## config.mk

```make
export PLATFORM = sky130hd
export DESIGN_NAME = bin_tally
export DESIGN_NICKNAME = d
export VERILOG_FILES = /design/src/rtl/bin_tally_pkg.sv /design/src/rtl/bin_leaf_decode.sv /design/src/rtl/bin_sat_counter.sv /design/src/rtl/bin_read_mux.sv /design/src/rtl/bin_tally.sv
export SDC_FILE = /design/constraint.sdc
export NUM_CORES = 1
export LEC_CHECK = 0
export ABC_AREA = 1
export CAP_MARGIN = 20
export CORE_MARGIN = 5
export CORE_UTILIZATION = 45
export DETAILED_ROUTE_END_ITERATION = 8
export DONT_BUFFER_PORTS = 1
export GPL_TIMING_DRIVEN = 0
export PLACE_DENSITY = 0.68
export SLEW_MARGIN = 10
export SYNTH_ARGS = -nofsm -noshare
export SYNTH_HDL_FRONTEND = slang
export SYNTH_SLANG_ARGS = --single-unit
```

## constraint.sdc

```tcl
create_clock -name clk -period 13.97 [get_ports clk]
set_clock_uncertainty 0.2 [all_clocks]
set_input_delay 2.794 -clock clk [delete_from_list [all_inputs] [get_ports clk]]
set_output_delay 2.794 -clock clk [all_outputs]
set_load 0.01 [all_outputs]
```

## src/rtl/bin_tally_pkg.sv

```systemverilog
package bin_tally_pkg;

    localparam int NUM_PRIM  = 2;
    localparam int NUM_HARD  = 4;
    localparam int NUM_SOFT  = 8;
    localparam int NUM_BINS  = NUM_PRIM + NUM_HARD + NUM_SOFT;
    localparam int HARD_BASE = NUM_PRIM;
    localparam int SOFT_BASE = NUM_PRIM + NUM_HARD;

    typedef enum logic [1:0] {
        LVL_PRIM = 2'd0,
        LVL_HARD = 2'd1,
        LVL_SOFT = 2'd2
    } bin_level_e;

    typedef struct packed {
        logic       known;
        logic       fail;
        logic [2:0] hard;
        logic [2:0] slot;
    } leaf_info_t;

    // Fixed tree: leaf code -> hard parent and dense leaf slot
    function automatic leaf_info_t decode_leaf(input logic [3:0] code);
        leaf_info_t r;
        r       = '0;
        r.known = 1'b1;
        case (code)
            4'd1:    begin r.hard = 3'd1; r.slot = 3'd0; end
            4'd2:    begin r.hard = 3'd2; r.slot = 3'd1; end
            4'd3:    begin r.hard = 3'd2; r.slot = 3'd2; end
            4'd4:    begin r.hard = 3'd3; r.slot = 3'd3; end
            4'd6:    begin r.hard = 3'd3; r.slot = 3'd4; end
            4'd7:    begin r.hard = 3'd3; r.slot = 3'd5; end
            4'd8:    begin r.hard = 3'd4; r.slot = 3'd6; end
            4'd9:    begin r.hard = 3'd4; r.slot = 3'd7; end
            default: r.known = 1'b0;
        endcase
        r.fail = (r.hard != 3'd1);
        return r;
    endfunction

endpackage

```

## src/rtl/bin_leaf_decode.sv

```systemverilog
module bin_leaf_decode
    import bin_tally_pkg::*;
(
    input  logic                ev_valid,
    input  logic                clr,
    input  logic [3:0]          ev_code,
    output logic [NUM_BINS-1:0] inc_vec,
    output logic                known,
    output logic [2:0]          hard
);
    leaf_info_t info;

    always_comb begin
        info    = decode_leaf(ev_code);
        known   = info.known;
        hard    = info.hard;
        inc_vec = '0;
        if (ev_valid && !clr && info.known) begin
            inc_vec[info.fail ? 1 : 0]                 = 1'b1;
            inc_vec[HARD_BASE + int'(info.hard) - 1]   = 1'b1;
            inc_vec[SOFT_BASE + int'(info.slot)]       = 1'b1;
        end
    end
endmodule

```

## src/rtl/bin_sat_counter.sv

```systemverilog
module bin_sat_counter #(
    parameter int CNT_W = 16
) (
    input  logic             clk,
    input  logic             rst_n,
    input  logic             clr,
    input  logic             inc,
    output logic [CNT_W-1:0] cnt
);
    localparam logic [CNT_W-1:0] CNT_MAX = '1;

    always_ff @(posedge clk) begin
        if (!rst_n || clr) begin
            cnt <= '0;
        end else if (inc && cnt != CNT_MAX) begin
            cnt <= cnt + 1'b1;
        end
    end

    AST_SAT_HOLD: assert property (@(posedge clk) disable iff (!rst_n)
        (cnt == CNT_MAX && !clr) |=> (cnt == CNT_MAX));
    AST_STEP_ONE: assert property (@(posedge clk) disable iff (!rst_n)
        !clr |=> ((cnt == $past(cnt)) || (cnt == $past(cnt) + 1'b1)));
endmodule

```

## src/rtl/bin_read_mux.sv

```systemverilog
module bin_read_mux
    import bin_tally_pkg::*;
#(
    parameter int CNT_W = 16
) (
    input  logic [NUM_BINS-1:0][CNT_W-1:0] cnt,
    input  logic [1:0]                     rd_lvl,
    input  logic [3:0]                     rd_num,
    output logic [CNT_W-1:0]               rd_data
);
    leaf_info_t rinfo;
    int         num_i;

    always_comb begin
        rinfo   = decode_leaf(rd_num);
        num_i   = int'(rd_num);
        rd_data = '0;
        case (bin_level_e'(rd_lvl))
            LVL_PRIM: if (num_i < NUM_PRIM) rd_data = cnt[num_i];
            LVL_HARD: if (num_i >= 1 && num_i <= NUM_HARD)
                          rd_data = cnt[HARD_BASE + num_i - 1];
            LVL_SOFT: if (rinfo.known) rd_data = cnt[SOFT_BASE + int'(rinfo.slot)];
            default:  rd_data = '0;
        endcase
    end
endmodule

```

## src/rtl/bin_tally.sv

```systemverilog
module bin_tally
    import bin_tally_pkg::*;
#(
    parameter int CNT_W = 16
) (
    input  logic             clk,
    input  logic             rst_n,
    input  logic             clr,
    input  logic             ev_valid,
    input  logic [3:0]       ev_code,
    input  logic [1:0]       rd_lvl,
    input  logic [3:0]       rd_num,
    output logic [CNT_W-1:0] rd_data,
    output logic             sort_vld,
    output logic [2:0]       sort_bin,
    output logic             bad_code
);
    logic [NUM_BINS-1:0]            inc_vec;
    logic [NUM_BINS-1:0][CNT_W-1:0] cnt;
    logic                           dec_known;
    logic [2:0]                     dec_hard;
    logic                           accept;

    bin_leaf_decode u_dec (
        .ev_valid (ev_valid),
        .clr      (clr),
        .ev_code  (ev_code),
        .inc_vec  (inc_vec),
        .known    (dec_known),
        .hard     (dec_hard)
    );

    for (genvar g = 0; g < NUM_BINS; g++) begin : g_cnt
        bin_sat_counter #(.CNT_W(CNT_W)) u_cnt (
            .clk   (clk),
            .rst_n (rst_n),
            .clr   (clr),
            .inc   (inc_vec[g]),
            .cnt   (cnt[g])
        );
    end

    bin_read_mux #(.CNT_W(CNT_W)) u_rd (
        .cnt     (cnt),
        .rd_lvl  (rd_lvl),
        .rd_num  (rd_num),
        .rd_data (rd_data)
    );

    assign accept = ev_valid && !clr && dec_known;

    always_ff @(posedge clk) begin
        if (!rst_n) begin
            sort_vld <= 1'b0;
            sort_bin <= '0;
            bad_code <= 1'b0;
        end else begin
            sort_vld <= accept;
            sort_bin <= accept ? dec_hard : 3'd0;
            bad_code <= ev_valid && !clr && !dec_known;
        end
    end

    AST_CHAIN_THREE: assert property (@(posedge clk) disable iff (!rst_n)
        accept |-> ($countones(inc_vec) == 3));
    AST_ONE_PRIMARY: assert property (@(posedge clk) disable iff (!rst_n)
        $onehot0(inc_vec[1:0]));
    AST_BAD_QUIET: assert property (@(posedge clk) disable iff (!rst_n)
        (ev_valid && !dec_known) |-> (inc_vec == '0));
    AST_CLR_ZERO: assert property (@(posedge clk) disable iff (!rst_n)
        clr |=> (cnt == '0));
    AST_SORT_RANGE: assert property (@(posedge clk) disable iff (!rst_n)
        sort_vld |-> (sort_bin >= 3'd1 && sort_bin <= 3'd4 && !bad_code));
endmodule

```

Word level (Yosys, flattened, before mapping)
Cells that the tools add are included.

word-level totals
  register bits = 229
  bits in latches = 0
  bits in writable memories = 0
  bits in read-only memories = 0
  input port bits = 14
  logic and storage cells = 137
  memories kept = 0

cells by class
  add/subtract/negate cells = 20
  multiply operators = 0
  divide/modulo/power cells = 0
  magnitude comparators = 12
  equality and inequality tests = 33
  shift-type cells = 0
  muxes and demuxes = 24
  bitwise operators = 2
  reductions and logical operators = 29

operator list
  cell                     count
  $add A16 B1 Y16 const B  14
  $ne A16 B16 Y1 const B   14
  $bmux W16 S4             3
  $lt A32 B6 Y1 const B    5
  $mux W16                 8
  $ge A32 B1 Y1 const B    3
  $sub A32 B2 Y32 const B  2
  $pmux W16 S3             1
  $pmux W6 S8              1
  $or A14 B14 Y14          2
  $eq A4 B3 Y1 const B     6
  $pmux W3 S8              1
  $logic_and A1 B1 Y1      21
  $eq A4 B2 Y1 const B     4
  $eq A4 B4 Y1 const B     4
  $reduce_or A8 Y1         2
  $mux W14                 1
  $demux W1 S4             3
  $add A3 B3 Y4 const A    2
  $eq A4 B1 Y1 const B     2
  $mux W1                  6
  $add A2 B4 Y5 const A    1
  $lt A4 B5 Y1 const B     1
  $add A2 B3 Y4 const A    1
  other kinds (10)         12

Logic depth before layout (Yosys ltp)
Gate-level depths: netlist of run 1.

  word-level depth = 12
  mapped depth = 18
  gate-level depth less buffers = 17

Hierarchy
From an unflattened synthesis of run 1, not the netlist that was laid out.

second synthesis, totals
  cell total of the unflattened synthesis = 3263
  area total of the unflattened synthesis = 19367.3 um^2

modules (own cells, without submodules)
  module           times used  cells an instance  area an instance (um^2)  seq. area each (um^2)
  bin_sat_counter  14          145                962.2                    320.3
  bin_read_mux     1           1127               5273.8                   0.0
  bin_leaf_decode  1           89                 452.9                    0.0
  bin_tally        1           17                 170.2                    100.1

Least setup slack after synthesis of run 1
No wires, ideal clock.

  kind = input to output
  start point = input port rd_num[0]
  end point = output port rd_data[0]
  arrival time = 5.561 ns
  required time = 10.976 ns
  path slack = 5.415 ns
  cell stages on the path = 18
  cells stage by stage = buf_2 > inv_2 > clkbuf_1 > ha_1 > nor2_1 > nor2_1 > nor2_1 > clkbuf_1 > ha_1 > clkbuf_1 > nor2_1 > buf_2 > nand3_1 > nand2_1 > inv_1 > a21oi_1 > nand2_1 > nand2_1

between the ends
  longest elaborated chain between the ends = 8
  elaborated cells on any way between the ends = 30
  classes of those cells = add/sub: 3; order compare: 3; eq/ne: 8; mux: 14; reduce/logical: 2

ends and longest elaborated chain
  element                                                  line                source
  start, declared                                          bin_tally.sv:12     input logic [3:0] rd_num,
  branches (longest 7 deep; another with $sub A32 B2 Y32)  n/a
  $pmux W16 S3 (*)                                         bin_read_mux.sv:18  case (bin_level_e'(rd_lvl))
  end, declared                                            bin_tally.sv:13     output logic [CNT_W-1:0] rd_data,

Every way passes the cells marked *. The select of a mux whose other input is x is not followed.

Worst setup path in the final report of run 1
  start point = input port rd_num[0]
  end point = output port rd_data[7]

Same word-level chain as after synthesis.

==> results.md, run 1 <==
* Crit-path max FO at 13
* Die area at 0.0465 mm2
* FF+latch count, synth at between 200 and 250
* Hold Path Class: reg -> reg
* PD cells at roughly 83 mW/mm2
* Leak at around 7.0 nW
* Yosys top cell area share at about 24%
* Post-synth EDFFs at 0
* Launch point of the worst hold path: g_cnt[12].u_cnt.cnt[14]$_SDFFE_PP0P_
* Outcome: finished, violations left
* Violated checks: DRC
* Port Buffers at 0
* Vias per cell at 5.99
* TritonRoute pass-1 iters at 9
* Crit path capture type: output port
* Clock Root Buffer: clkbuf_16
* Switch Pwr at roughly 0.55 mW
* Hold_ws at 0.280 ns
* Final design utilization at ~49%
* Final Hold Viols at 0
* Startpoint Class: input pin
* Crit path cell chain: buf_2 > inv_2 > clkbuf_1 > ha_1 > nor2_1 > nor2_1 > nor2_1 > clkbuf_1 > ha_1 > clkbuf_1 > nor2_1 > buf_2 > nand3_1 > nand2_1 > inv_1 > a21oi_1 > nand2_1 > nand2_1
* DR vias at 22,300
* Flop pwr share at a little under two fifths
* Net Sw Frac at 31.8%
* Synth Instances at ~3,100
* Vias in the first global route at just over 20,000
* IO Count at 35
* FF-to-FF path depth at 11
* Slew HR at between 20% and 30%
* R2r setup slk at 11.23 ns
* Cell repeated most along the worst path: nor2_1
* Hold worst-path end: g_cnt[12].u_cnt.cnt[14]$_SDFFE_PP0P_
* Max IR drop VDD at 0.0850 mV
* Post-synth net total at 3,174
* Row count at 75
* Initial antenna violation count at 1
* Cts hold-fix bufs at 0
* Crit Path Category: in -> out
* Most used DFF post-synth: dfxtp_1
* Commonest cells post-synth: nand2_1 (799), nand3_1 (464), a21oi_1 (294)
* Clock tree from TritonCTS: done
* Synth area leader: dfxtp_1
* P&R area growth vs syn at 8.32%
* Slew Limit Fails at 0
* Slowest stage delay, CP at around 0.66 ns
* Clock transition at the registers of the reported paths at about 0.060 ns
* Placer Congestion at 1.09
* Clk_lat worst skew at 0.58 ns
* Hold depth at 2
* Global-route wire length before repair at about 120,000 um
* Mapped cell area at around 0.019 mm2
* Reg-to-reg critical path startpoint: g_cnt[11].u_cnt.cnt[0]$_SDFFE_PP0P_
* Post-CTS setup buffers at 0
* Avg WL per Cell at around 22 um
* Die width at roughly 220 um
* Max Freq at ~0.096 GHz
* Nets@finish at around 3,200
* Gr usage total at approximately a third
* H-tree levels at 1
* Int Pwr at 1.17 mW
* Core area at 0.0419 mm2
* Layout cells sized above 1 at 6.43%
* Most frequent cell after synthesis: nand2_1
* Post-DP HPWL at roughly 66,000 um
* Crit path DAT at 7.48 ns
* Number of remaining DRC errors at 1
* Slowest cell on crit path: clkbuf_1
* Syn. warnings at 0
* Largest net degree at the start of global routing at 14
* Finish-stage setup viols at 0
* WP data required at approximately 11 ns
* DRT iter0 DRCs at about 2,800
* Combinational fraction of design power at about 19%
* RR Endpoint: g_cnt[11].u_cnt.cnt[10]$_SDFFE_PP0P_
* Final setup TNS at 0 ns
* DRT Wirelength at 83,500 um
* CTS Sinks at ~230
* Post-synthesis sequential area ratio at between 20 and 25%
* Cell variety after synth at 42
* Slew at the pin closest to its max-slew limit at 1.09 ns
* Clock Tree Buf Depth at 3
* Die H at ~220 um
* Fraction of registers with async set/reset at 0%
* Top cells by area, synth: dfxtp_1 (24%), nand2_1 (16%), nand3_1 (12%)
* Crit path time final at roughly 10 ns
* Total CTS buffers at 27
* Antenna Violating Nets Remaining at 0
* Setup repair after global routing missed its margin: no
* Max cap viols at 0
* Diodes inserted at 0
* Crit share post-route at 74.9%
* Initial cell density of the core at a little under half
* Clock power frac at roughly 43%
* Post-cts sizing count at 0
* Mean area per synthesized cell at ~6 um2
* Grt ovf at 0
[area by class of cell]
class                      instances  area (um2)
fill                            4409       21300
clock inverter                     9         150
clock buffer                      35         746
tap                              539         674
inverter                         270        1020
timing repair buffer               1        11.3
sequential                       229        4580
multi-input combinational       2432       12500
buffer                           199         947
[worst max-delay path: cells and delay by family]
family	cells	cell delay, ns
buffers and inverters	7	1.99
AOI/OAI and AO/OA	1	0.26
and+or+nand+nor	8	1.68
adders and majority gates	2	0.74
[cell families after synthesis]
| family | synth area share (%) |
|---|---|
| adder cells (fa/ha/maj) | 1.97 |
| AO/OA/AOI/OAI | 14.0 |
| AND/OR/NAND/NOR | 41.4 |
| buffers and inverters | 10.3 |
| XOR/XNOR | 8.10 |
| flip-flops | 24.1 |
| other | 0.0197 |
[metal layers]
layer	track usage [%]	up-vias	routed length, um
li1	-	10500	-
met1	45.4	10400	34700
met2	54.3	1115	36500
met3	6.04	219	7410
met4	15.6	0	4910
met5	0	-	0
[worst max path at each step]
stage / slack, ns / end / start / cells after the start
CTS: 3.76 / rd_data[9] / rd_num[0] / 18
floorplan: 5.42 / rd_data[0] / rd_num[0] / 18
detailed placement: 3.78 / rd_data[9] / rd_num[0] / 18
finish: 3.50 / rd_data[7] / rd_num[0] / 18
global placement: 3.81 / rd_data[9] / rd_num[0] / 18
global route: 3.31 / rd_data[9] / rd_num[0] / 18
[power groups by stage]
stage	clock network, mW	registers (mW)	logic [mW]
after CTS	0.754	0.655	0.303
final	0.743	0.655	0.318
after floorplan	0	0.669	0.185
after detailed placement	0	0.669	0.302
after global routing	0.782	0.655	0.332
after global placement	0	0.669	0.301
[metrics by stage]
step / setup WS, ns / cell area [um2] / instances / power, mW
6_report: 3.50 / 20600 / 3714 / 1.72
2_1_floorplan: 5.42 / 19000 / 3130 / 0.854
3_3_place_gp: 3.81 / 19700 / 3669 / 0.970
3_5_place_dp: 3.78 / 19700 / 3670 / 0.972
5_1_grt: 3.31 / 20600 / 3714 / 1.77
4_1_cts: 3.76 / 20600 / 3714 / 1.71
[flip-flops by register name, indices dropped and copies added, names as in the netlist]
name             cells
sort_bin             3
g_cnt.u_cnt.cnt    224
bad_code             1
sort_vld             1
[cell usage in the layout (no fill, tap or decap), drive strengths merged]
| cell | n |
|---|---|
| clkinvlp | 2 |
| ha | 30 |
| xnor2 | 26 |
| clkinv | 5 |
| o211ai | 62 |
| clkbuf | 159 |
| xor2 | 149 |
| nand3b | 7 |
| a21boi | 1 |
| inv | 268 |
| nor2 | 211 |
| nor3 | 90 |
| nor4 | 5 |
| buf | 76 |
| nand4 | 117 |
| dfxtp | 229 |
| nand3 | 474 |
| conb | 1 |
| nor3b | 1 |
| bufinv | 4 |
| nand2 | 837 |
| a21oi | 313 |
| o21ai | 108 |
(Power assumes the default switching activity.)
==> run 2, diff against run 1 <==
--- a/config.mk
+++ b/config.mk
@@ -5,7 +5,7 @@
 export SDC_FILE = /design/constraint.sdc
 export NUM_CORES = 1
 export LEC_CHECK = 0
-export ABC_AREA = 1
+export ABC_AREA = 0
 export CAP_MARGIN = 20
 export CORE_MARGIN = 5
 export CORE_UTILIZATION = 45
==> constraint.sdc (replaced) <==
create_clock -name clk -period 9.75 [get_ports clk]
set_clock_uncertainty 0.2 [all_clocks]
set_input_delay 1.95 -clock clk [delete_from_list [all_inputs] [get_ports clk]]
set_output_delay 1.95 -clock clk [all_outputs]
set_load 0.01 [all_outputs]
==> results.md, run 2 <==
* Biggest register: g_cnt.u_cnt.cnt (unchanged)
* Vias per cell at 6.56 (was 5.99)
* Most used DFF post-synth: dfxtp_1 (unchanged)
* Commonest non-fill, non-tap cell in the layout: nand2_1 (unchanged)
* Row count at 69 (was 75)
* Diodes inserted at 0 (unchanged)
* Post-synth net total at 2,107 (was 3,174)
* Max IR drop VDD at 0.150 mV (was 0.0850 mV)
* Final setup TNS at 0 ns (unchanged)
* WP data required at 7.60 ns (was 10.98 ns)
* Max cap viols at 0 (unchanged)
* Yosys top cell area share at 28.7% (was 24.1%)
* Final Hold Viols at 0 (unchanged)
* Total CTS buffers at 27 (unchanged)
* Clk_lat worst skew at 0.58 ns (about the same)
* Port Buffers at 0 (unchanged)
* Outcome: completed (was finished, violations left)
* Crit path capture type: output port (unchanged)
* TritonRoute pass-1 iters at 9 (unchanged)
* Most frequent cell after synthesis: nand2_1 (unchanged)
* H-tree levels at 1 (unchanged)
* Antenna Violating Nets Remaining at 0 (unchanged)
* Slew at the pin closest to its max-slew limit at 1.16 ns (was 1.09 ns)
* Crit-path max FO at 10 (was 13)
* Number of remaining DRC errors at 0 (was 1)
* Slew Limit Fails at 0 (unchanged)
* Crit path time final at approximately 9.6 ns
* DR vias at 16,900 (was 22,300)
* Avg WL per Cell at 24.8 um (was 22.5 um)
* Die area at 0.0393 mm2 (was 0.0465 mm2)
* Slew HR at 21.8% (was 27.2%)
* Initial cell density of the core at 45.2% (was 45.4%)
* Synth area leader: dfxtp_1 (unchanged)
* Startpoint Class: input pin (unchanged)
* Clock Tree Buf Depth at 3 (unchanged)
* Multi-input logic area at 0.0106 mm2 (was 0.0125 mm2)
* Global-route wire length before repair at 96,200 um (was 125,000 um)
* Mapped cell area at 0.0160 mm2 (was 0.0190 mm2)
* FILL cells at 3,481 (was 4,409)
* Post-CTS setup buffers at 0 (unchanged)
* Hold Path Class: reg -> reg (unchanged)
* Core area at 0.0353 mm2 (was 0.0419 mm2)
* Nets@finish at 2,142 (was 3,204)
* Commonest cells post-synth: nand2_1 (297), dfxtp_1 (229), nor2_1 (175) (was nand2_1 (799), nand3_1 (464), a21oi_1 (294))
* Crit share post-route at around 100%
* Die width at 198 um (was 216 um)
* Most frequent cells in the layout: nand2_1 (297), dfxtp_1 (229), nor2_1 (175), a21oi_1 (167), nand3_1 (152) (was nand2_1 (799), nand3_1 (464), a21oi_1 (294), inv_1 (261), dfxtp_1 (229))
* Placer Congestion at 1.06 (was 1.09)
* Grt ovf at 0 (unchanged)
* Mean area per synthesized cell at 7.74 um2 (was 6.07 um2)
* Largest net degree at the start of global routing at 15 (was 14)
* Leak at 5.10 nW (was 7.03 nW)
* Finish-stage setup viols at 0 (unchanged)
* Clock transition at the registers of the reported paths at 0.06 ns (about the same)
* Fraction of registers with async set/reset at 0% (unchanged)
* Hold_ws at 0.326 ns (was 0.280 ns)
* Gr usage total at 31.8% (was 34.1%)
* Initial antenna violation count at 1 (unchanged)
* FF+latch count, synth at 229 (unchanged)
* Crit Path Category: in -> out (unchanged)
* PD cells at 126 mW/mm2 (was 83.3 mW/mm2)
* Setup repair after global routing missed its margin: no (unchanged)
* CTS Sinks at 229 (unchanged)
* Clock tree from TritonCTS: done (unchanged)
* Synth Instances at 2,063 (was 3,130)
* Cell variety after synth at 80 (was 42)
* Biggest regs: g_cnt.u_cnt.cnt x224, sort_bin x3 (unchanged)
* Top cells by area, synth: dfxtp_1 (29%), nand2_1 (7.0%), mux4_2 (6.9%) (was dfxtp_1 (24%), nand2_1 (16%), nand3_1 (12%))
* Max Freq at approximately 0.10 GHz
* Die H at 198 um (was 216 um)
* P&R area growth vs syn at 9.30% (was 8.32%)
* Max reg flops at 224 (unchanged)
* DRT Wirelength at 63,900 um (was 83,500 um)
* Post-synth EDFFs at 0 (unchanged)
* Layout cells sized above 1 at 7.61% (was 6.43%)
* DRT iter0 DRCs at 2,257 (was 2,751)
* Vias in the first global route at 15,500 (was 20,300)
* Clock Root Buffer: clkbuf_16 (unchanged)
* IO Count at 35 (unchanged)
* Post-synthesis sequential area ratio at 28.7% (was 24.1%)
* Post-DP HPWL at 49,300 um (was 65,800 um)
* Final design utilization at 49.4% (was 49.2%)
* Crit path DAT at 7.46 ns (was 7.48 ns)
* Syn. warnings at 0 (unchanged)
* Register area at 0.00458 mm2 (unchanged)
## run 2: changes by cell type after synthesis, moves of 45 or more
cell | before | now
o21ai_0 | 106 | 61
mux4_2 | 0 | 49
nand4_1 | 116 | 69
nand3_1 | 464 | 152
xnor2_1 | 26 | 72
xor2_1 | 148 | 37
mux2i_1 | 0 | 61
nand2_1 | 799 | 297
inv_1 | 261 | 44
a21oi_1 | 294 | 167
nor4_1 | 5 | 50
## run 2: final cells by class
cell class                 count  area share [%]
sequential                   229            26.3
tap                          461            3.31
multi-input combinational   1647            61.0
clock buffer                  35            4.22
clock inverter                12           0.574
buffer                       141            3.35
inverter                      46           0.990
timing repair buffer           6           0.272
## run 2: where the power goes
group | internal (mW) | leakage (nW) | switching [mW]
logic | 0.0692 | 2.84 | 0.205
registers | 0.936 | 1.84 | 0.00125
clock network | 0.557 | 0.423 | 0.430
total | 1.56 | 5.10 | 0.637
## run 2: metrics by stage
stage               setup slack [ns]  power, mW  area [um2]  instances
CTS                            0.361       2.20       17400       2574
floorplan                       2.17       1.12       16000       2063
detailed placement             0.374       1.22       16600       2527
finish                         0.139       2.20       17400       2577
global placement               0.386       1.22       16500       2524
global route                 0.00828       2.26       17400       2577
## run 2: path summary, 6_finish.rpt
check	start	to	slack, ns	depth (start not counted)
setup / recovery	rd_num[0]	rd_data[3]	0.14	16
hold / removal	g_cnt[12].u_cnt.cnt[4]$_SDFFE_PP0P_	g_cnt[12].u_cnt.cnt[4]$_SDFFE_PP0P_	0.33	2
setup reg to reg	g_cnt[13].u_cnt.cnt[6]$_SDFFE_PP0P_	g_cnt[13].u_cnt.cnt[1]$_SDFFE_PP0P_	6.87	8
hold reg to reg	g_cnt[12].u_cnt.cnt[4]$_SDFFE_PP0P_	g_cnt[12].u_cnt.cnt[4]$_SDFFE_PP0P_	0.33	2
## run 2: per-layer routing
layer  GRT usage, %  part of all wire [%]
met2           47.1                    41
met1           45.3                    42
met4           12.3                   4.7
met3           6.91                    12
met5              0                 0.020
## run 2: critical path, cell delays in order
cell and delay, ns:
buf_2 0.31, buf_1 0.73, buf_2 0.45, buf_2 0.40, inv_1 0.16, ha_1 0.31, nor3b_1 0.20, a211oi_1 0.11
clkinv_1 0.22, ha_1 0.33, inv_1 0.19, o211ai_1 0.33, clkbuf_1 0.43, a21oi_1 0.16, nor4_1 0.72, o21ai_0 0.43
## run 2: timing repair
action	CTS	global route
resized for setup	0	4
setup endpoints to repair	0	4
hold buffers	0	0
## run 2: cell families after synthesis
logic type | synth area share, %
xor+xnor | 6.08
buf+inv | 4.74
fa+ha+maj | 2.35
other cells | 0.0235
simple gates | 31.6
mux | 10.8
flops | 28.7
compound gates | 15.7
==> run 3, diff against run 2 <==
--- a/config.mk
+++ b/config.mk
@@ -7,6 +7,7 @@
 export LEC_CHECK = 0
 export ABC_AREA = 0
 export CAP_MARGIN = 20
+export CORE_ASPECT_RATIO = 0.75
 export CORE_MARGIN = 5
 export CORE_UTILIZATION = 45
 export DETAILED_ROUTE_END_ITERATION = 8
==> results.md, run 3 (synthesized netlist as in run 2, its figures left out) <==
* Slew at the pin closest to its max-slew limit at 1.27 ns (was 1.16 ns)
* Hold depth at 2 (unchanged)
* Final Hold Viols at 0 (unchanged)
* Die H at 173 um (was 198 um)
* Hold worst-path end: g_cnt[12].u_cnt.cnt[4]$_SDFFE_PP0P_ (unchanged)
* Biggest regs: g_cnt.u_cnt.cnt x224, sort_bin x3 (unchanged)
* DRT Wirelength at 65,800 um (was 63,900 um)
* Antenna Violating Nets Remaining at 0 (unchanged)
* R2r setup slk at 6.79 ns (was 6.87 ns)
* Port Buffers at 0 (unchanged)
* RR Endpoint: g_cnt[2].u_cnt.cnt[1]$_SDFFE_PP0P_ (was g_cnt[13].u_cnt.cnt[1]$_SDFFE_PP0P_)
* Startpoint Class: input pin (unchanged)
* Grt ovf at 0 (unchanged)
* TritonRoute pass-1 iters at 5 (was 9)
* Finish-stage setup viols at 1 (was 0)
* Crit path time final at 9.78 ns (was 9.61 ns)
* IO Count at 35 (unchanged)
* Outcome: finished, violations left (was completed)
* Crit-path max FO at 10 (unchanged)
* Slew Limit Fails at 0 (unchanged)
* Row count at 59 (was 69)
* DRT iter0 DRCs at 2,132 (was 2,257)
* Max reg flops at 224 (unchanged)
* Crit path DAT at 7.63 ns (was 7.46 ns)
* Commonest non-fill, non-tap cell in the layout: nand2_1 (unchanged)
* Launch point of the worst hold path: g_cnt[12].u_cnt.cnt[4]$_SDFFE_PP0P_ (unchanged)
* Slew HR at 15.4% (was 21.8%)
* P&R area growth vs syn at 9.25% (was 9.30%)
* Max cap viols at 0 (unchanged)
* Max Freq at 0.102 GHz (was 0.104 GHz)
* Number of remaining DRC errors at 0 (unchanged)
* Die area at 0.0394 mm2 (was 0.0393 mm2)
* Crit Path Category: in -> out (unchanged)
* Global-route wire length before repair at 97,000 um (was 96,200 um)
* Total CTS buffers at 26 (was 27)
* DR vias at 16,800 (was 16,900)
* H-tree levels at 1 (unchanged)
* Reg-to-reg critical path startpoint: g_cnt[2].u_cnt.cnt[0]$_SDFFE_PP0P_ (was g_cnt[13].u_cnt.cnt[6]$_SDFFE_PP0P_)
* Clock Tree Buf Depth at 3 (unchanged)
* Crit path capture type: output port (unchanged)
* Max IR drop VDD at 0.0983 mV (was 0.150 mV)
* Crit share post-route at 100% (was 98.6%)
* Biggest register: g_cnt.u_cnt.cnt (unchanged)
* Clock transition at the registers of the reported paths at 0.06 ns (about the same)
* PD cells at 124 mW/mm2 (was 126 mW/mm2)
* Largest net degree at the start of global routing at 14 (was 15)
* Clock tree from TritonCTS: done (unchanged)
* Nets@finish at 2,142 (unchanged)
* Post-route cell area at 0.0174 mm2 (about the same)
* Leak at 5.09 nW (was 5.10 nW)
* Gr usage total at 32.2% (was 31.8%)
* Placed Area at 0.0166 mm2 (about the same)
* Final design utilization at 50.1% (was 49.4%)
* Vias per cell at 6.51 (was 6.56)
* Placer Congestion at 1.06 (about the same)
* Layout cells sized above 1 at 7.51% (was 7.61%)
* Cts hold-fix bufs at 0 (unchanged)
* Core area at 0.0348 mm2 (was 0.0353 mm2)
* Clock Root Buffer: clkbuf_16 (unchanged)
* Setup repair after global routing missed its margin: no (unchanged)
* WP data required at 7.60 ns (about the same)
* Initial antenna violation count at 1 (unchanged)
* Final setup margin at -0.0338 ns (was 0.139 ns)
* FF-to-FF path depth at 8 (unchanged)
* Non-Filler Instances at 2,576 (was 2,577)
* Most frequent cells in the layout: nand2_1 (297), dfxtp_1 (229), nor2_1 (175), a21oi_1 (167), nand3_1 (152) (unchanged)
* Final Power at 2.15 mW (was 2.20 mW)
* Post-CTS setup buffers at 0 (unchanged)
* Violated checks: setup timing
* Initial cell density of the core at 45.8% (was 45.2%)
* Avg WL per Cell at 25.5 um (was 24.8 um)
* Post-DP HPWL at 51,200 um (was 49,300 um)
* CTS Sinks at 229 (unchanged)
* Clk_lat worst skew at 0.56 ns (was 0.58 ns)
* Placed Cells at 2,522 (was 2,527)
* Hold_ws at 0.322 ns (was 0.326 ns)
* Hold Path Class: reg -> reg (unchanged)
* Die width at 227 um (was 198 um)
* Vias in the first global route at 15,200 (was 15,500)
-- run 3: changes by cell type in the layout (fill, tap and decap cells not counted), moves of 2 or more --
cell and change:
nor4_2 -3, nor4_1 +3, clkbuf_8 +3, clkinv_2 -4, diode_2 +2
-- run 3: metal layers --
layer  up-vias  track usage (%)  share of wire, %
met4         0             8.82               3.4
met5         -                0                 0
met2       940             42.3                38
met1      8021             48.1                43
li1       7681                -                 -
met3       118             13.1                15
-- run 3: through the flow --
stage / worst slack, ns / setup TNS [ns]
6_report: -0.0338 / -0.0338
5_1_grt: 0.00985 / 0
4_1_cts: 0.161 / 0
3_5_place_dp: 0.156 / 0
3_3_place_gp: 0.228 / 0
2_1_floorplan: 2.17 / 0
-- run 3: area by class of cell --
class | instances | area (um2)
Clock buffer | 38 | 756
Inverter | 46 | 173
Clock inverter | 9 | 62.6
Timing Repair Buffer | 7 | 68.8
Multi-Input combinational cell | 1647 | 10600
Sequential cell | 229 | 4580
Tap cell | 457 | 572
Buffer | 141 | 584
Antenna cell | 2 | 5.00
Fill cell | 3506 | 17400
-- run 3: how the worst max path moves through the flow --
stage,start,end,slack (ns)
6_report,rd_num[0],rd_data[8],-0.03
5_1_grt,rd_num[0],rd_data[9],0.01
4_1_cts,rd_num[0],rd_data[5],0.16
3_5_place_dp,rd_num[0],rd_data[5],0.16
3_3_place_gp,rd_num[0],rd_data[5],0.23
2_1_floorplan,rd_num[0],rd_data[2],2.17
-- run 3: power breakdown --
group          switching (mW)  internal (mW)
sequential            0.00129          0.936
clock                   0.408          0.537
combinational           0.202         0.0700
-- run 3: worst max-delay path: stages --
cell and delay [ns]:
buf_2 0.22, buf_1 0.43, buf_2 0.38, buf_2 0.27, inv_1 0.16, ha_1 0.31
nand2b_1 0.09, a211oi_1 0.64, clkinv_1 0.46, ha_1 0.53, inv_1 0.16, o211ai_1 0.34
clkbuf_1 0.46, a21oi_1 0.19, nor4_1 0.62, o21ai_0 0.41
-- run 3: what timing repair did --
item                                    in CTS  in global routing
endpoints found under the hold margin        0                  0
resized for setup                            0                  1
endpoints found under the setup margin       0                  1
